--- src/rtl/sb_pkg.sv ---
package sb_pkg;

  typedef enum logic [1:0] {
    CLS_MUL = 2'd0,
    CLS_ADD = 2'd1,
    CLS_DIV = 2'd2,
    CLS_INT = 2'd3
  } fu_cls_e;

  typedef enum logic [1:0] {
    ST_IDLE    = 2'd0,
    ST_WAIT_RD = 2'd1,
    ST_EXEC    = 2'd2,
    ST_WAIT_WB = 2'd3
  } slot_st_e;

  // Units are laid out multipliers first, then adders, dividers, integer.
  function automatic fu_cls_e unit_cls(int u, int n_mul, int n_add, int n_div);
    if (u < n_mul)                     return CLS_MUL;
    else if (u < n_mul + n_add)        return CLS_ADD;
    else if (u < n_mul + n_add + n_div) return CLS_DIV;
    else                               return CLS_INT;
  endfunction

endpackage

--- src/rtl/sb_prio_arb.sv ---
module sb_prio_arb #(
  parameter int N = 5
) (
  input  logic [N-1:0] req,
  output logic [N-1:0] gnt
);
  // Lowest set bit wins.
  always_comb begin
    gnt = req & (~req + N'(1));
  end
endmodule

--- src/rtl/sb_issue_check.sv ---
module sb_issue_check #(
  parameter int NU = 5
) (
  input  logic               in_valid,
  input  logic [1:0]         in_cls,
  input  logic [NU-1:0][1:0] cls_map,
  input  logic [NU-1:0]      unit_busy,
  input  logic               dst_pending,
  output logic               issue_ok,
  output logic [NU-1:0]      issue_sel
);
  logic [NU-1:0] cand;
  logic [NU-1:0] pick;

  always_comb begin
    for (int u = 0; u < NU; u++) begin
      cand[u] = !unit_busy[u] && (cls_map[u] == in_cls);
    end
  end

  sb_prio_arb #(.N(NU)) u_pick (
    .req (cand),
    .gnt (pick)
  );

  always_comb begin
    issue_ok  = in_valid && (|cand) && !dst_pending;
    issue_sel = issue_ok ? pick : '0;
  end
endmodule

--- src/rtl/sb_unit_slot.sv ---
module sb_unit_slot
  import sb_pkg::*;
#(
  parameter int RW = 5,
  parameter int UW = 3
) (
  input  logic          clk,
  input  logic          rst_n,
  input  logic          issue_sel,
  input  logic [RW-1:0] in_dst,
  input  logic [RW-1:0] in_sa,
  input  logic [RW-1:0] in_sb,
  input  logic          pa_busy,
  input  logic [UW-1:0] pa_unit,
  input  logic          pb_busy,
  input  logic [UW-1:0] pb_unit,
  input  logic          wb_valid,
  input  logic [UW-1:0] wb_idx,
  input  logic          rd_gnt,
  input  logic          wr_gnt,
  input  logic          exec_done,
  output logic          busy,
  output logic          rd_req,
  output logic          wb_req,
  output logic [RW-1:0] dst,
  output logic [RW-1:0] sa,
  output logic [RW-1:0] sb,
  output logic          ra,
  output logic          rb
);
  slot_st_e      state_q, state_d;
  logic          ra_q, ra_d, rb_q, rb_d;
  logic [RW-1:0] dst_q, sa_q, sb_q;
  logic [UW-1:0] qa_q, qb_q;

  always_comb begin
    state_d = state_q;
    ra_d    = ra_q;
    rb_d    = rb_q;
    unique case (state_q)
      ST_IDLE: begin
        if (issue_sel) begin
          state_d = ST_WAIT_RD;
          ra_d    = !pa_busy || (wb_valid && pa_unit == wb_idx);
          rb_d    = !pb_busy || (wb_valid && pb_unit == wb_idx);
        end
      end
      ST_WAIT_RD: begin
        if (!ra_q && wb_valid && qa_q == wb_idx) ra_d = 1'b1;
        if (!rb_q && wb_valid && qb_q == wb_idx) rb_d = 1'b1;
        if (rd_gnt) begin
          state_d = ST_EXEC;
          ra_d    = 1'b0;
          rb_d    = 1'b0;
        end
      end
      ST_EXEC: begin
        if (exec_done) state_d = ST_WAIT_WB;
      end
      ST_WAIT_WB: begin
        if (wr_gnt) state_d = ST_IDLE;
      end
      default: state_d = ST_IDLE;
    endcase
  end

  always_ff @(posedge clk or negedge rst_n) begin
    if (!rst_n) begin
      state_q <= ST_IDLE;
      ra_q    <= 1'b0;
      rb_q    <= 1'b0;
    end else begin
      state_q <= state_d;
      ra_q    <= ra_d;
      rb_q    <= rb_d;
    end
  end

  always_ff @(posedge clk or negedge rst_n) begin
    if (!rst_n) begin
      dst_q <= '0;
      sa_q  <= '0;
      sb_q  <= '0;
      qa_q  <= '0;
      qb_q  <= '0;
    end else if (issue_sel) begin
      dst_q <= in_dst;
      sa_q  <= in_sa;
      sb_q  <= in_sb;
      qa_q  <= pa_unit;
      qb_q  <= pb_unit;
    end
  end

  always_comb begin
    busy   = (state_q != ST_IDLE);
    rd_req = (state_q == ST_WAIT_RD) && ra_q && rb_q;
    wb_req = (state_q == ST_WAIT_WB);
    dst    = dst_q;
    sa     = sa_q;
    sb     = sb_q;
    ra     = ra_q && (state_q == ST_WAIT_RD);
    rb     = rb_q && (state_q == ST_WAIT_RD);
  end

  a_r1_issue_into_idle: assert property (@(posedge clk) disable iff (!rst_n)
    issue_sel |-> state_q == ST_IDLE);

  a_r3_read_when_ready: assert property (@(posedge clk) disable iff (!rst_n)
    rd_gnt |-> (state_q == ST_WAIT_RD && ra_q && rb_q));

  a_r5_done_on_idle_ignored: assert property (@(posedge clk) disable iff (!rst_n)
    (exec_done && state_q == ST_IDLE && !issue_sel) |=> state_q == ST_IDLE);

  a_r7_write_frees_unit: assert property (@(posedge clk) disable iff (!rst_n)
    wr_gnt |=> state_q == ST_IDLE);

endmodule

--- src/rtl/sb_ctrl.sv ---
module sb_ctrl
  import sb_pkg::*;
#(
  parameter int N_MUL   = 2,
  parameter int N_ADD   = 1,
  parameter int N_DIV   = 1,
  parameter int N_INT   = 1,
  parameter int N_REGS  = 32,
  localparam int NU     = N_MUL + N_ADD + N_DIV + N_INT,
  localparam int UW     = (NU > 1) ? $clog2(NU) : 1,
  localparam int RW     = $clog2(N_REGS)
) (
  input  logic          clk,
  input  logic          rst_n,
  input  logic          in_valid,
  input  logic [1:0]    in_cls,
  input  logic [RW-1:0] in_dst,
  input  logic [RW-1:0] in_sa,
  input  logic [RW-1:0] in_sb,
  input  logic [NU-1:0] exec_done,
  output logic          issue_ok,
  output logic [UW-1:0] issue_unit,
  output logic [NU-1:0] rd_grant,
  output logic [NU-1:0] wr_grant
);
  // Reset: asserted at once, released on the clock.
  logic [1:0] rst_sync_q;
  logic       rst_core_n;

  always_ff @(posedge clk or negedge rst_n) begin
    if (!rst_n) rst_sync_q <= 2'b00;
    else        rst_sync_q <= {rst_sync_q[0], 1'b1};
  end
  assign rst_core_n = rst_sync_q[1];

  // Result-status table.
  logic [N_REGS-1:0] rs_busy_q, rs_busy_d;
  logic [UW-1:0]     rs_unit_q [N_REGS];
  logic [UW-1:0]     rs_unit_d [N_REGS];

  logic [NU-1:0][1:0] cls_map;
  logic [NU-1:0]      slot_busy, slot_rd_req, slot_wb_req, slot_ra, slot_rb;
  logic [RW-1:0]      slot_dst [NU];
  logic [RW-1:0]      slot_sa  [NU];
  logic [RW-1:0]      slot_sb  [NU];
  logic [NU-1:0]      issue_sel, war_block, wb_elig;
  logic               wb_valid;
  logic [UW-1:0]      wb_idx;
  logic [RW-1:0]      wb_dst;

  for (genvar u = 0; u < NU; u++) begin : g_map
    assign cls_map[u] = unit_cls(u, N_MUL, N_ADD, N_DIV);
  end

  sb_issue_check #(.NU(NU)) u_issue (
    .in_valid    (in_valid),
    .in_cls      (in_cls),
    .cls_map     (cls_map),
    .unit_busy   (slot_busy),
    .dst_pending (rs_busy_q[in_dst]),
    .issue_ok    (issue_ok),
    .issue_sel   (issue_sel)
  );

  for (genvar u = 0; u < NU; u++) begin : g_slot
    sb_unit_slot #(.RW(RW), .UW(UW)) u_slot (
      .clk       (clk),
      .rst_n     (rst_core_n),
      .issue_sel (issue_sel[u]),
      .in_dst    (in_dst),
      .in_sa     (in_sa),
      .in_sb     (in_sb),
      .pa_busy   (rs_busy_q[in_sa]),
      .pa_unit   (rs_unit_q[in_sa]),
      .pb_busy   (rs_busy_q[in_sb]),
      .pb_unit   (rs_unit_q[in_sb]),
      .wb_valid  (wb_valid),
      .wb_idx    (wb_idx),
      .rd_gnt    (rd_grant[u]),
      .wr_gnt    (wr_grant[u]),
      .exec_done (exec_done[u]),
      .busy      (slot_busy[u]),
      .rd_req    (slot_rd_req[u]),
      .wb_req    (slot_wb_req[u]),
      .dst       (slot_dst[u]),
      .sa        (slot_sa[u]),
      .sb        (slot_sb[u]),
      .ra        (slot_ra[u]),
      .rb        (slot_rb[u])
    );
  end

  // Write-after-read guard: hold a result while someone still must read
  // the old value of its destination.
  always_comb begin
    for (int u = 0; u < NU; u++) begin
      war_block[u] = 1'b0;
      for (int f = 0; f < NU; f++) begin
        if (f != u &&
            ((slot_ra[f] && slot_sa[f] == slot_dst[u]) ||
             (slot_rb[f] && slot_sb[f] == slot_dst[u])))
          war_block[u] = 1'b1;
      end
      wb_elig[u] = slot_wb_req[u] && !war_block[u];
    end
  end

  sb_prio_arb #(.N(NU)) u_rd_arb (
    .req (slot_rd_req),
    .gnt (rd_grant)
  );

  sb_prio_arb #(.N(NU)) u_wr_arb (
    .req (wb_elig),
    .gnt (wr_grant)
  );

  always_comb begin
    wb_idx     = '0;
    issue_unit = '0;
    for (int u = 0; u < NU; u++) begin
      if (wr_grant[u])  wb_idx     = UW'(u);
      if (issue_sel[u]) issue_unit = UW'(u);
    end
    wb_valid = |wr_grant;
    wb_dst   = slot_dst[wb_idx];
  end

  always_comb begin
    rs_busy_d = rs_busy_q;
    for (int r = 0; r < N_REGS; r++) rs_unit_d[r] = rs_unit_q[r];
    if (wb_valid) rs_busy_d[wb_dst] = 1'b0;
    if (issue_ok) begin
      rs_busy_d[in_dst] = 1'b1;
      rs_unit_d[in_dst] = issue_unit;
    end
  end

  always_ff @(posedge clk or negedge rst_core_n) begin
    if (!rst_core_n) begin
      rs_busy_q <= '0;
      for (int r = 0; r < N_REGS; r++) rs_unit_q[r] <= '0;
    end else begin
      rs_busy_q <= rs_busy_d;
      for (int r = 0; r < N_REGS; r++) rs_unit_q[r] <= rs_unit_d[r];
    end
  end

  a_r4_read_onehot: assert property (@(posedge clk) disable iff (!rst_core_n)
    $onehot0(rd_grant));

  a_r4_write_onehot: assert property (@(posedge clk) disable iff (!rst_core_n)
    $onehot0(wr_grant));

  a_r1_no_waw_issue: assert property (@(posedge clk) disable iff (!rst_core_n)
    issue_ok |-> !rs_busy_q[in_dst]);

  a_r7_entry_cleared: assert property (@(posedge clk) disable iff (!rst_core_n)
    wb_valid |=> !rs_busy_q[$past(wb_dst)]);

  a_r8_idle_after_reset: assert property (@(posedge clk) disable iff (!rst_core_n)
    $rose(rst_core_n) |-> (slot_busy == '0 && rs_busy_q == '0));

endmodule

--- config.mk ---
export PLATFORM = sky130hd
export DESIGN_NAME = sb_ctrl
export DESIGN_NICKNAME = d
export VERILOG_FILES = /design/src/rtl/sb_pkg.sv /design/src/rtl/sb_prio_arb.sv /design/src/rtl/sb_issue_check.sv /design/src/rtl/sb_unit_slot.sv /design/src/rtl/sb_ctrl.sv
export SDC_FILE = /design/constraint.sdc
export NUM_CORES = 1
export LEC_CHECK = 0
export BUFFER_PORTS_ARGS = -buffer_cell sky130_fd_sc_hd__clkbuf_2
export CORE_MARGIN = 2
export CORE_UTILIZATION = 40
export DETAILED_ROUTE_END_ITERATION = 12
export GPL_ROUTABILITY_DRIVEN = 0
export PLACE_DENSITY = 0.56
export SKIP_CTS_REPAIR_TIMING = 1
export SYNTH_ARGS = -nofsm -noshare
export SYNTH_HDL_FRONTEND = slang
export SYNTH_SLANG_ARGS = --single-unit
export TNS_END_PERCENT = 20
--- constraint.sdc ---
create_clock -name clk -period 15.7 [get_ports clk]
set_input_delay 0 -clock clk [delete_from_list [all_inputs] [get_ports clk]]
set_output_delay 0 -clock clk [all_outputs]
set_load 0.01 [all_outputs]
* Word-level counts from Yosys, hierarchy flattened
Cells that the tools add are included.
Operators by class: $add $sub $neg 3, order comparisons 11, eq/ne operators 100, multiplexer cells 118, bitwise operators 13, reduce and logical (&&, ||, !) cells 170
Operator list (number):
- 5-bit equality test | 40
- 96-bit bitwise mux | 1
- 1-bit logical AND | 92
- 32-bit 2-to-1 mux | 2
- 1-bit 2-to-1 mux | 57
- 2-bit 2-to-1 mux | 20
- 2-bit != test (second input constant) | 20
- 2-bit case mux with 4 select lines | 5
- 3-bit equality test | 12
- 3-bit 2-to-1 mux | 11
- 32-bit AND | 1
- 32-bit NOT | 1
- 32-bit bitwise OR | 1
- 3-bit binary-select mux with 5-bit select | 2
- 3-bit by 2-bit != test with 1-bit output (second input constant) | 10
- 3-bit AND reduction | 10
- 5-bit by 6-bit less-than comparator with 1-bit output (second input constant) | 4
- 1-bit zero test | 23
- 1-bit logical OR | 22
- 2-bit equality test (second input constant) | 10
- 1-bit case mux with 2 select lines | 10
- 4-bit AND reduction | 5
- 2-bit nonzero test | 10
- 6-bit greater-or-equal comparator (second input constant) | 3
- 18 further kinds | 43
Storage, ports and cells: register bits after elaboration 255, bits of input ports 25, logic and storage cells 489

* Depth between registers and ports, before layout
Gate-level depths: netlist (run 1).
word-level depth 30, mapped depth 16, mapped depth without buffers 13

* Hierarchy
Synthesis (run 1) repeated with hierarchy kept, for this count alone.
Unflattened totals: cells, all modules 1436, area, all modules 16542.1 um2
Modules (own cells, without submodules):
- sb_ctrl | times used 1, cells an instance 926, area an instance 10040.9 um2, sequential area each 3253.1 um2
- sb_unit_slot | times used 5, cells an instance 92, area an instance 1219.9 um2, sequential area each 625.6 um2
- sb_issue_check | times used 1, cells an instance 32, area an instance 236.5 um2, sequential area each 0.0 um2
- sb_prio_arb | times used 3, cells an instance 6, area an instance 55.1 um2, sequential area each 0.0 um2

* Worst setup path after synthesis (run 1)
OpenSTA, ideal clock, no wires.
path type register to register, from reg g_slot[3].u_slot.state_q[1], to reg rs_busy_q[11], data arrival time 3.012 ns, required time 15.572 ns, path slack 12.560 ns, cell stages (with the launch flop) 15, buffers on the path 3, clock period less this slack 3.140 ns, cell sequence dfrtp_1 > inv_1 > ha_1 > clkbuf_1 > nand2_1 > nor3_1 > a21o_1 > or4_1 > buf_2 > or3_4 > o32ai_2 > nor3_1 > buf_6 > o41ai_1 > nand2_1
On the way: longest elaborated chain between the ends 28, elaborated cells between the ends (all ways) 60
Ends and longest elaborated chain:
- from (decl) | line sb_unit_slot.sv:31 | slot_st_e state_q, state_d;
- from (signal assigned) | line sb_unit_slot.sv:73 | state_q <= state_d;
- 2-bit by 1-bit equality test with 1-bit output | line sb_unit_slot.sv:102, sb_unit_slot.sv:103
- 1-bit logical AND (on tied branches) | line sb_unit_slot.sv:102, sb_unit_slot.sv:103
- 1-bit logical AND (on tied branches) | line sb_ctrl.sv:100, sb_ctrl.sv:101
- 1-bit logical OR | line sb_ctrl.sv:100 | ((slot_ra[f] && slot_sa[f] == slot_dst[u]) ||
- 1-bit 2-to-1 mux (2 in a row) | line sb_ctrl.sv:99 | if (f != u &&
- 1-bit zero test | line sb_ctrl.sv:104 | wb_elig[u] = slot_wb_req[u] && !war_block[u];
- 1-bit logical AND | line sb_ctrl.sv:104
- 5-bit NOT | line sb_prio_arb.sv:9 | gnt = req & (~req + N'(1));
- [12 not listed]
- 1-bit 2-to-1 mux (not written as such) | line sb_ctrl.sv:132 | if (wb_valid) rs_busy_d[wb_dst] = 1'b0;
- 1-bit demux with 5-bit select | line sb_ctrl.sv:132
- 32-bit NOT (no source line)
- 32-bit AND (no source line)
- 32-bit 2-to-1 mux | line sb_ctrl.sv:132
- 32-bit bitwise OR (no source line)
- 32-bit 2-to-1 mux * | line sb_ctrl.sv:133 | if (issue_ok) begin
- via rs_busy_d[11] | line sb_ctrl.sv:37 | logic [N_REGS-1:0] rs_busy_q, rs_busy_d;
- to (signal assigned) | line sb_ctrl.sv:144 | rs_busy_q <= rs_busy_d;
- to (decl) | line sb_ctrl.sv:37
The timed path passes the listed nets; every way through them passes the cells marked *. The select of a mux whose other input is x is not followed. A chain may end at the register's enable or synchronous reset.

* Worst setup path after layout (run 1)
from reg g_slot[0].u_slot.dst_q[2], to reg rs_busy_q[1]
On the way: longest elaborated chain between the ends 29, elaborated cells between the ends (all ways) 48
Ends and longest elaborated chain:
- from (decl) | line sb_unit_slot.sv:33 | logic [RW-1:0] dst_q, sa_q, sb_q;
- from (signal assigned) | line sb_unit_slot.sv:87 | dst_q <= in_dst;
- 5-bit equality test (on tied branches) | line sb_ctrl.sv:100, sb_ctrl.sv:101
- 1-bit logical AND (on tied branches) | line sb_ctrl.sv:100, sb_ctrl.sv:101
- 1-bit logical OR | line sb_ctrl.sv:100
- 1-bit 2-to-1 mux (4 in a row) | line sb_ctrl.sv:99
- 1-bit zero test | line sb_ctrl.sv:104
- 1-bit logical AND | line sb_ctrl.sv:104
- 5-bit NOT | line sb_prio_arb.sv:9
- 5-bit by 1-bit adder with 5-bit output | line sb_prio_arb.sv:9
- [11 not listed]
- 1-bit 2-to-1 mux (not written as such) | line sb_ctrl.sv:132
- 1-bit demux with 5-bit select | line sb_ctrl.sv:132
- 32-bit NOT (no source line)
- 32-bit AND (no source line)
- 32-bit 2-to-1 mux * | line sb_ctrl.sv:132
- 32-bit bitwise OR (no source line)
- 32-bit 2-to-1 mux * | line sb_ctrl.sv:133
- via rs_busy_d[1] | line sb_ctrl.sv:37
Marks and branches as above.

==> metrics.csv, run 1 <==
stage,metric,value,unit
status,status,"complete, but fails checks",
status,failing checks,negative hold slack,
drt,Met2 Wirelength,23.54,mm
critical_path,Critical Path Start Type,register,
cells_and_area,FF+latch area,6385,um^2
cells_and_area,final net count,1589,
critical_path,Critical Path Source,g_slot[0].u_slot.dst[2],
drt,First-pass DRT Iterations,5,
worst_hold_path,Hold Path Depth,3,
placed_design,HPWL Detailed,34.57,mm
placed_design,port bufs,38,
cells_and_area,Final Instance Area,17750,um^2
critical_path,Worst R2R Start,g_slot[0].u_slot.dst[2],
logic_synthesis,synth warn,0,
logic_synthesis,Mapped Area,16420,um^2
drt,DRC,0,
drt,uppermost layer routed,met4,
cells_and_area,Layout area overhead,8.052,%
placed_design,DP Area,16620,um^2
cells_and_area,share of layout cells above drive strength 1,0.1816,
grt,initial antenna violation count,1,
clock_network,clock slew at reported path FFs,70,ps
logic_synthesis,most area-consuming cells after synthesis,"dfrtp_1, mux4_2, xnor2_1",
cells_and_area,multi-input combinational cell area,8976,um^2
drt,Iter 0 DRT Violations,994,
logic_synthesis,synthesized flop and latch total,255,
clock_network,Root Buffer,clkbuf_16,
sta,final hold vios,2,
critical_path,crit path max fanout,19,
drt,DR WL/cell,24.47,um
critical_path,worst r2r dst,rs_busy_q[1],
drt,vias per cell,5.959,
clock_network,CTS Sinks,255,
sta,Final period util,0.2982,
die,Die Y,206.6,um
critical_path,data arrival time of the critical path,5130,ps
critical_path,r2r setup slk,11020,ps
grt,pin count of the biggest net entering global routing,78,
drt,DRT Wirelength,51.31,mm
sta,skew final,16.97,ps
critical_path,CP endpoint,rs_busy_q[1],
logic_synthesis,"Primary FF master, synth",dfrtp_1,
sta,RSZ-0062 raised after global routing,no,
power_and_ir_drop,Power Density,193.1,nW/um^2
cells_and_area,Layout Cells excl Fill,2097,
power_and_ir_drop,P_leak,7.466,nW
critical_path,CP required,16150,ps
worst_hold_path,Hold Crit Class,input pin to register,
die,CORE AREA,40650,um^2
sta,fmax,213.6,MHz
logic_synthesis,syn_nets,1650,
drt,routed wire length on met3,3.486,mm
logic_synthesis,cell count after synthesis,1605,
grt,GRT Residual Overflow,0,
sta,minimum clock period,4682,ps
placed_design,number of instances in the placed design,2034,
drt,post-route antenna net violation count,0,
grt,vias in the first global route,12138,
drt,Met1 Wirelength,22.41,mm
sta,fin. max-slew vios,0,
grt,All-Layer GR Usage,0.2463,
critical_path,Worst R2R Path Depth,11,
clock_network,CTS Buf Count,29,
critical_path,Critical Path Sink Type,register,
power_and_ir_drop,Max VDD drop,0.1010,mV
clock_network,H-tree levels,1,
logic_synthesis,Post-synth ARST share,1.000,
logic_synthesis,cell accounting for the most synthesized area,dfrtp_1,
die,die footprint,42700,um^2
grt,first-pass GRT wire length,78.51,mm
critical_path,WS Path Type,register to register,
run,# Max-Cap Violations,0,
logic_synthesis,Post-synth EDFFs,0,
drt,total number of vias,12495,
sta,Rel. slew slack,0.2673,
clock_network,Clock Latency Late Sink,580,ps
die,Initial Utilization,0.4041,
die,die width,206.6,um
sta,hold slack,-35.18,ps
clock_network,Max Buffers Root-to-Sink,3,
die,IO Pins,39,
cells_and_area,Filler Cell Count,3839,
logic_synthesis,Syn Area/Cell,10.23,um^2
logic_synthesis,Synth top area share,0.3885,
sta,final setup violation count,0,
sta,slew of the pin with the lowest slew margin,1085,ps
logic_synthesis,"Seq/Total Area, Yosys",0.3885,
die,row count,74,
sta,total negative slack,0,ps
logic_synthesis,"Distinct cells, synth",86,
clock_network,CTS tree,built,
==> through the flow <==
step           worst slack (ps)  power [W]    util  hold slack, ps
2_1_floorplan              8067   0.002302       -          -295.6
3_3_place_gp              11400   0.002623  0.4089          -211.1
3_5_place_dp              11170   0.002662  0.4089          -209.4
4_1_cts                   11140   0.003409  0.4338          -821.7
5_1_grt                   10640   0.003632  0.4366           31.06
6_report                  11020   0.003426  0.4366          -35.18
==> Yosys cell counts (41+ instances only) <==
cell type	count
buf_2	62
clkbuf_1	56
dfrtp_1	255
inv_1	58
mux2_2	73
mux4_2	73
nand2_1	232
nand4_1	44
nor2_1	41
o21ai_0	158
xnor2_1	124
xor2_1	74
==> cells by family (layout without fill, tap and decap cells) <==
family                     Yosys count  count (layout)  share of synthesized area
and+or+nand+nor                    447             447                     0.1314
AOI/OAI and AO/OA                  289             289                     0.1126
DFF                                255             255                     0.3885
buffers and inverters              225             184                    0.06635
xor gates and xnor gates           198             198                     0.1056
muxes                              170             170                     0.1801
adders and majority gates           20              20                    0.01524
other                                1               2                  0.0002283
==> registers in the layout, summed over array words and instances, names as in the netlist <==
| signal | flops |
|---|---|
| g_slot.u_slot.dst | 25 |
| g_slot.u_slot.qa_q | 15 |
| g_slot.u_slot.qb_q | 15 |
| g_slot.u_slot.ra_q | 5 |
| g_slot.u_slot.rb_q | 5 |
| g_slot.u_slot.sa | 25 |
| g_slot.u_slot.sb | 25 |
| g_slot.u_slot.state_q | 10 |
| rs_busy_q | 32 |
| rs_unit_q | 96 |
| rst_sync_q | 2 |
==> layer usage <==
metal / vias to the layer above / track usage
met5: - / 0
met4: 0 / 0.08342
met3: 116 / 0.05463
met2: 470 / 0.3829
met1: 6326 / 0.3408
li1: 5583 / -
==> worst min-delay path by stage <==
stage | slack (ps) | from | end
6_report | -40 | in_sb[2] | g_slot[4].u_slot.sb[2]
5_1_grt | 30 | in_sa[3] | g_slot[4].u_slot.sa[3]
4_1_cts | -820 | rst_n | rst_sync_q[1]
3_5_place_dp | -210 | rst_n | rst_sync_q[0]
3_3_place_gp | -210 | rst_n | rst_sync_q[0]
2_1_floorplan | -300 | rst_n | rst_sync_q[0]
==> worst max-delay path, cell delays in order, from the launching register on <==
cell      delay (ps)
dfrtp_1          700
xor2_1           150
nor4_1           340
and3_1           220
nor4_1            70
nand3_1          390
clkinv_1         510
nor2_1           650
nand2_1          470
o221a_2          560
o41ai_1          380
nand2_1           90
==> report_power, final <==
group	switching, W	internal (W)
Clock	0.000299	0.000437
Combinational	0.000819	0.000660
Sequential	0.000389	0.000823
==> layout by cell type (no fill, tap or decap), types with 4 or more instances in the layout <==
master         count
nand4_1           44
dlygate4sd3_1     11
o21ai_0          158
mux2i_1            6
clkinv_2           4
nand2_1          232
clkbuf_16         29
nor3b_1            6
mux4_1            15
a221oi_1           9
a21oi_1           30
clkbuf_2          38
o211ai_1          11
a41oi_1            8
inv_1             58
ha_1              20
nor2_1            39
a22o_1             9
bufinv_16          5
and3_1             5
nor4_1            17
and2_1             4
nor4b_1            8
or3_1             24
buf_4             24
mux2_2            73
a21o_1             5
mux4_2            73
o41ai_1            8
xor2_1            74
dfrtp_1          254
xnor2_1          124
nand3_1           18
nor3_1            23
==> area by class of cell <==
| type | count | area share |
|---|---|---|
| repair buffers | 73 | 0.02707 |
| clock buffers | 35 | 0.04385 |
| clock inverters | 16 | 0.01318 |
| multi-input cells | 1125 | 0.5058 |
| well taps | 532 | 0.03751 |
| diodes | 1 | 0.0001410 |
| flip-flops and latches | 255 | 0.3598 |
| inverters | 60 | 0.01269 |
Note: power is estimated with default switching activity, not from simulation.
==> run 2: changes to the inputs <==
==> constraint.sdc (replaced) <==
create_clock -name clk -period 4.6 [get_ports clk]
set_input_delay 0 -clock clk [delete_from_list [all_inputs] [get_ports clk]]
set_output_delay 0 -clock clk [all_outputs]
set_load 0.01 [all_outputs]
==> run 2 against run 1 <==
  * Power grew to 3.4 times the previous value
  * Count of clock-buffer cells in the layout rose by 7
  * Worst hold slack gained 3.2 ps
  * Final cell count increased by 0.86%
  * Core utilization grew 0.32 points
  * Global-route usage up 0.20 points
  * The run still ends with negative hold slack left
  * Register-to-register slack worse by 11000 ps
  * Via count grew 1.1%
  * Highest routed layer unchanged
  * Non-clock buffer count grew 15
  * Critical path type unchanged
  * Largest power group unchanged
  * Clock power grew to 3.3 times the previous value
  * Worst setup slack lost 11000 ps
==> metrics.csv, run 2 (synthesized netlist as in run 1, its figures left out) <==
stage,metric,value,unit,change
status,status,"complete, but fails checks",,
status,failing checks,negative hold slack,,
cells_and_area,final net count,1605,,+1.0%
critical_path,CP required,5040,ps,"-11,110 ps"
critical_path,Critical Path Sink Type,register,,
cells_and_area,Biggest register,rs_unit_q,,
die,die width,206.6,um,unchanged
placed_design,HPWL Detailed,35.86,mm,+3.8%
grt,GRT Residual Overflow,0,,unchanged
die,Initial Utilization,0.4041,,unchanged
cells_and_area,Layout Cells excl Fill,2115,,+0.86%
clock_network,Max Buffers Root-to-Sink,3,,unchanged
die,CORE AREA,40650,um^2,unchanged
power_and_ir_drop,Seq pwr share,0.353,,about the same
clock_network,H-tree levels,1,,unchanged
worst_hold_path,Hold Path Depth,3,,unchanged
sta,minimum clock period,4358,ps,-323.6 ps
power_and_ir_drop,P_leak,7.536,nW,+0.93%
grt,All-Layer GR Usage,0.2483,,+0.002026
power_and_ir_drop,Max VDD drop,0.3222,mV,+220%
power_and_ir_drop,Power Internal,0.006542,W,+240%
drt,post-route antenna net violation count,0,,unchanged
critical_path,WS Path Type,register to register,,
power_and_ir_drop,net switching share of the total power,0.4398,,about the same
grt,first-pass GRT wire length,79.63,mm,+1.4%
critical_path,data arrival time of the critical path,4800,ps,-330 ps
sta,Rel. slew slack,0.3715,,+0.1043
die,die footprint,42700,um^2,unchanged
clock_network,Clock Latency Late Sink,590,ps,about the same
cells_and_area,Layout area overhead,8.837,%,
drt,Iter 0 DRT Violations,1163,,+17%
cells_and_area,Final Instance Area,17880,um^2,+0.73%
sta,RSZ-0062 raised after global routing,no,,
worst_hold_path,Hold Crit Class,input pin to register,,
cells_and_area,"commonest non-fill, non-tap cell in the layout",dfrtp_1,,
power_and_ir_drop,Power Density,653.3,nW/um^2,+240%
cells_and_area,"commonest cells after routing, fill and taps aside","dfrtp_1, nand2_1, o21ai_0",,
critical_path,Worst R2R Path Depth,10,,-1
sta,Final period util,0.9474,,+0.6492
placed_design,number of instances in the placed design,2050,,+0.79%
power_and_ir_drop,Clk pwr share,0.209,,-0.006
die,row count,74,,unchanged
critical_path,worst r2r dst,rs_busy_q[24],,
sta,skew final,11.47,ps,-5.494 ps
critical_path,crit path max fanout,14,,-5
sta,final setup violation count,0,,unchanged
sta,slew of the pin with the lowest slew margin,942.7,ps,-142.6 ps
drt,vias per cell,5.975,,+0.28%
sta,final hold vios,4,,+2
run,# Max-Cap Violations,0,,unchanged
power_and_ir_drop,switching pwr,0.005136,W,+240%
critical_path,r2r setup slk,240,ps,"-10,780 ps"
cells_and_area,max reg flops,96,,unchanged
die,IO Pins,39,,unchanged
cells_and_area,biggest regs,"rs_unit_q (96), rs_busy_q (32)",,
sta,fmax,229.5,MHz,+7.4%
grt,vias in the first global route,12686,,+4.5%
critical_path,Worst R2R Start,g_slot[0].u_slot.dst[0],,
placed_design,port bufs,38,,unchanged
drt,DR WL/cell,24.53,um,+0.24%
worst_hold_path,Min-Delay Startpoint,in_sb[2],,
sta,fin. max-slew vios,0,,unchanged
placed_design,DP Area,16750,um^2,+0.80%
sta,post-route setup slack,241.9,ps,"-10,780 ps"
cells_and_area,Filler Cell Count,3870,,+0.81%
grt,initial antenna violation count,0,,-1
die,Die Y,206.6,um,unchanged
clock_network,Root Buffer,clkbuf_16,,
power_and_ir_drop,combinational share of power,0.438,,+0.006
clock_network,CTS Sinks,255,,unchanged
sta,hold slack,-31.96,ps,+3.223 ps
critical_path,Critical Path Start Type,register,,
placed_design,pre-CTS WS,-318.1,ps,"-11,480 ps"
cells_and_area,share of layout cells above drive strength 1,0.1946,,+0.01298
clock_network,clock slew at reported path FFs,60,ps,about the same
worst_hold_path,hold path endpoint,g_slot[4].u_slot.sb[2],,
drt,First-pass DRT Iterations,7,,+2
cells_and_area,Ant. Diodes,0,,-1
clock_network,CTS tree,built,,
clock_network,CTS Buf Count,30,,+3.4%
drt,DRT Wirelength,51.87,mm,+1.1%
drt,total number of vias,12638,,+1.1%
grt,pin count of the biggest net entering global routing,103,,+32%
drt,DRC,0,,unchanged
## run 2: changes by cell type in the layout (fill, tap and decap cells not counted), moves of 3 or more
cell,delta
clkbuf_8,+4
dfrtp_2,+4
buf_4,+15
bufinv_16,-3
dfrtp_1,-4
## run 2: metrics by stage
stage,setup TNS [ps],util,total power (W)
finish,0,0.4398,0.01168
global route,0,0.4398,0.01236
CTS,-4210,0.4369,0.01161
detailed placement,-4296,0.4122,0.009143
global placement,-4246,0.4122,0.009027
floorplan,0,-,0.007853
## run 2: area by class of cell
cell class	count	area (um^2)	area share
timing repair buffer	88	603.1	0.03374
clock inverter	13	138.9	0.007769
sequential	255	6390	0.3575
clock buffer	42	865.8	0.04844
tap	532	665.6	0.03724
inverter	60	225.2	0.01260
multi-input combinational	1125	8987	0.5028
## run 2: power groups by stage
| stage | clock network, W | logic [W] | registers [W] |
|---|---|---|---|
| after floorplan | 0 | 0.00473 | 0.00313 |
| after global placement | 0 | 0.00493 | 0.00410 |
| after detailed placement | 0 | 0.00502 | 0.00412 |
| after CTS | 0.00248 | 0.00505 | 0.00408 |
| after global routing | 0.00256 | 0.00560 | 0.00420 |
| final | 0.00244 | 0.00511 | 0.00413 |
## run 2: worst max-delay path, cell delays in order (launching register included)
cell	delay (ps)
dfrtp_1	820
xnor2_1	130
and3_1	250
nor4_2	670
nand3_2	420
nand2_1	230
buf_4	260
o32ai_2	150
or3_1	640
nor4b_1	480
o21ai_0	150
## run 2: worst max path at each step
| stage | startpoint | to | slack (ps) | cells after the start |
|---|---|---|---|---|
| 2_1_floorplan | rst_sync_q[1] | g_slot[0].u_slot.dst[0] | 420 | 0 |
| 3_3_place_gp | g_slot[0].u_slot.dst[1] | rs_busy_q[25] | -280 | 11 |
| 3_5_place_dp | g_slot[0].u_slot.dst[1] | rs_busy_q[24] | -320 | 11 |
| 4_1_cts | g_slot[0].u_slot.dst[1] | rs_busy_q[24] | -310 | 11 |
| 5_1_grt | g_slot[0].u_slot.dst[0] | rs_busy_q[24] | 40 | 11 |
| 6_report | g_slot[0].u_slot.dst[0] | rs_busy_q[24] | 240 | 10 |
## run 2: metal layers
metal  track usage  vias up  share of wire
met5             0        -              0
met4        0.1033        0          0.042
met3       0.04050      128          0.069
met2        0.3887      536           0.46
met1        0.3432     6361           0.43
li1              -     5613              -
==> run 3: changes to the inputs <==
--- a/config.mk
+++ b/config.mk
@@ -7,10 +7,10 @@
 export LEC_CHECK = 0
 export BUFFER_PORTS_ARGS = -buffer_cell sky130_fd_sc_hd__clkbuf_2
 export CORE_MARGIN = 2
-export CORE_UTILIZATION = 40
+export CORE_UTILIZATION = 33
 export DETAILED_ROUTE_END_ITERATION = 12
 export GPL_ROUTABILITY_DRIVEN = 0
-export PLACE_DENSITY = 0.56
+export PLACE_DENSITY = 0.48
 export SKIP_CTS_REPAIR_TIMING = 1
 export SYNTH_ARGS = -nofsm -noshare
 export SYNTH_HDL_FRONTEND = slang
==> constraint.sdc (replaced) <==
create_clock -name clk -period 4.3 [get_ports clk]
set_input_delay 0 -clock clk [delete_from_list [all_inputs] [get_ports clk]]
set_output_delay 0 -clock clk [all_outputs]
set_load 0.01 [all_outputs]
==> run 3 against run 2 <==
  * The run still ends with negative hold slack left
  * Clock power is 18% higher
  * Via count is 0.32% lower
  * Power is 11% higher
  * Sequential power is 7.0% higher
  * Cell area is 2.1% higher
  * Largest power group unchanged
==> metrics.csv, run 3 (synthesized netlist as in run 1, its figures left out) <==
stage,metric,value,unit,change
drt,DRT Wirelength,54.50,mm,+5.1%
status,failing checks,negative hold slack,,
sta,minimum clock period,4103,ps,-255.2 ps
grt,All-Layer GR Usage,0.2171,,-0.03122
grt,vias in the first global route,12567,,-0.94%
cells_and_area,max reg flops,96,,unchanged
sta,post-route setup slack,197.1,ps,-44.76 ps
power_and_ir_drop,Power Internal,0.007337,W,+12%
sta,final hold vios,1,,-3
run,# Max-Cap Violations,0,,unchanged
die,die footprint,51570,um^2,+21%
placed_design,port bufs,38,,unchanged
placed_design,DP Area,17040,um^2,+1.7%
sta,Final period util,0.9542,,+0.006742
sta,fmax,243.7,MHz,+6.2%
critical_path,CP required,4740,ps,-300 ps
power_and_ir_drop,Power Density,708.5,nW/um^2,+8.5%
sta,Rel. slew slack,0.4200,,+0.04845
power_and_ir_drop,switching pwr,0.005591,W,+8.9%
clock_network,Max Buffers Root-to-Sink,3,,unchanged
drt,First-pass DRT Iterations,5,,-2
cells_and_area,share of layout cells above drive strength 1,0.1982,,+0.003676
clock_network,Root Buffer,clkbuf_16,,
placed_design,pre-CTS WS,311.7,ps,+629.8 ps
cells_and_area,biggest regs,"rs_unit_q (96), rs_busy_q (32)",,
clock_network,Clock Latency Late Sink,580,ps,about the same
die,die width,227.1,um,+9.9%
clock_network,clock slew at reported path FFs,60,ps,about the same
power_and_ir_drop,Max VDD drop,0.3526,mV,+9.5%
status,status,"complete, but fails checks",,
grt,pin count of the biggest net entering global routing,84,,-18%
clock_network,CTS Buf Count,29,,-3.3%
die,row count,81,,+9.5%
cells_and_area,Ant. Diodes,0,,unchanged
critical_path,Critical Path Start Type,register,,
clock_network,CTS tree,built,,
critical_path,WS Path Type,register to register,,
die,Die Y,227.1,um,+9.9%
critical_path,crit path max fanout,14,,unchanged
grt,initial antenna violation count,0,,unchanged
clock_network,CTS Sinks,255,,unchanged
sta,skew final,13.45,ps,+1.975 ps
sta,final setup violation count,0,,unchanged
cells_and_area,Biggest register,rs_unit_q,,
cells_and_area,final net count,1616,,+0.69%
drt,total number of vias,12597,,-0.32%
power_and_ir_drop,net switching share of the total power,0.4325,,-0.007337
power_and_ir_drop,Seq pwr share,0.342,,-0.011
drt,Iter 0 DRT Violations,1002,,-14%
worst_hold_path,Hold Crit Class,input pin to register,,
critical_path,Critical Path Sink Type,register,,
sta,hold slack,-31.69,ps,+0.2695 ps
placed_design,number of instances in the placed design,2194,,+7.0%
die,Initial Utilization,0.3348,,-0.06924
cells_and_area,"commonest non-fill, non-tap cell in the layout",dfrtp_1,,
drt,DRC,0,,unchanged
power_and_ir_drop,combinational share of power,0.435,,-0.003
critical_path,r2r setup slk,200,ps,-40 ps
sta,total negative slack,0,ps,unchanged
grt,GRT Residual Overflow,0,,unchanged
cells_and_area,Layout area overhead,11.09,%,
placed_design,HPWL Detailed,38.43,mm,+7.1%
sta,slew of the pin with the lowest slew margin,870.1,ps,-72.67 ps
critical_path,data arrival time of the critical path,4550,ps,-250 ps
cells_and_area,"commonest cells after routing, fill and taps aside","dfrtp_1, nand2_1, o21ai_0",,
power_and_ir_drop,Clk pwr share,0.224,,+0.015
drt,vias per cell,5.579,,-6.6%
die,IO Pins,39,,unchanged
sta,fin. max-slew vios,0,,unchanged
clock_network,H-tree levels,1,,unchanged
die,CORE AREA,49050,um^2,+21%
grt,first-pass GRT wire length,83.74,mm,+5.2%
cells_and_area,Layout Cells excl Fill,2258,,+6.8%
sta,RSZ-0062 raised after global routing,no,,
power_and_ir_drop,P_leak,7.650,nW,+1.5%
cells_and_area,Final Instance Area,18250,um^2,+2.1%
drt,post-route antenna net violation count,0,,unchanged
drt,DR WL/cell,24.14,um,-1.6%
[run 3: cell count changes in the layout (fill, tap and decap cells not counted), sizes merged]
cell / delta
clkinvlp: +1
clkbuf: -6
buf: +12
clkinv: -2
bufinv: +6
[run 3: critical path, cell delays in order (launching register included)]
cell and delay (ps):
dfrtp_1 790, inv_1 280, o22ai_1 200, nor4_1 80, a21o_1 250, or4_1 770
nand4_1 250, a21oi_1 100, or3_1 650, o41ai_1 490, nand2_1 90
[run 3: power by group through the flow]
stage	clock, W	sequential [W]	combinational, W
global placement	0	0.00441	0.00549
global route	0.00305	0.00449	0.00617
detailed placement	0	0.00442	0.00555
CTS	0.00295	0.00438	0.00557
finish	0.00289	0.00442	0.00562
floorplan	0	0.00335	0.00506
[run 3: metrics by stage]
stage,util,power [W]
finish,0.3720,0.01293
global route,0.3720,0.01372
CTS,0.3699,0.01290
detailed placement,0.3473,0.009965
global placement,0.3473,0.009904
floorplan,-,0.008401
[run 3: layout make-up]
| cell class | instances | area [um^2] |
|---|---|---|
| fill | 4972 | 30810 |
| multi-input combinational | 1125 | 8976 |
| sequential | 255 | 6385 |
| tap | 664 | 830.8 |
| clock buffer | 36 | 802.0 |
| timing repair buffer | 100 | 718.2 |
| clock inverter | 18 | 309.0 |
| inverter | 60 | 225.2 |
[run 3: worst paths after layout]
check	start	endpoint	cells after the start
setup / recovery	g_slot[2].u_slot.dst[4]	rs_busy_q[25]	10
hold / removal	in_sb[2]	g_slot[4].u_slot.sb[2]	3
setup reg to reg	g_slot[2].u_slot.dst[4]	rs_busy_q[25]	10
hold reg to reg	rst_sync_q[1]	rs_unit_q[71]	0
max in group asynchronous	rst_sync_q[1]	g_slot[3].u_slot.sa[0]	1
min in group asynchronous	rst_n	rst_sync_q[1]	3
[run 3: metal layers]
metal | track usage | vias to the layer above | part of all wire
met1 | 0.3025 | 6425 | 0.45
met5 | 0 | - | 0
li1 | - | 5646 | -
met3 | 0.03033 | 105 | 0.055
met2 | 0.3507 | 421 | 0.47
met4 | 0.06620 | 0 | 0.032
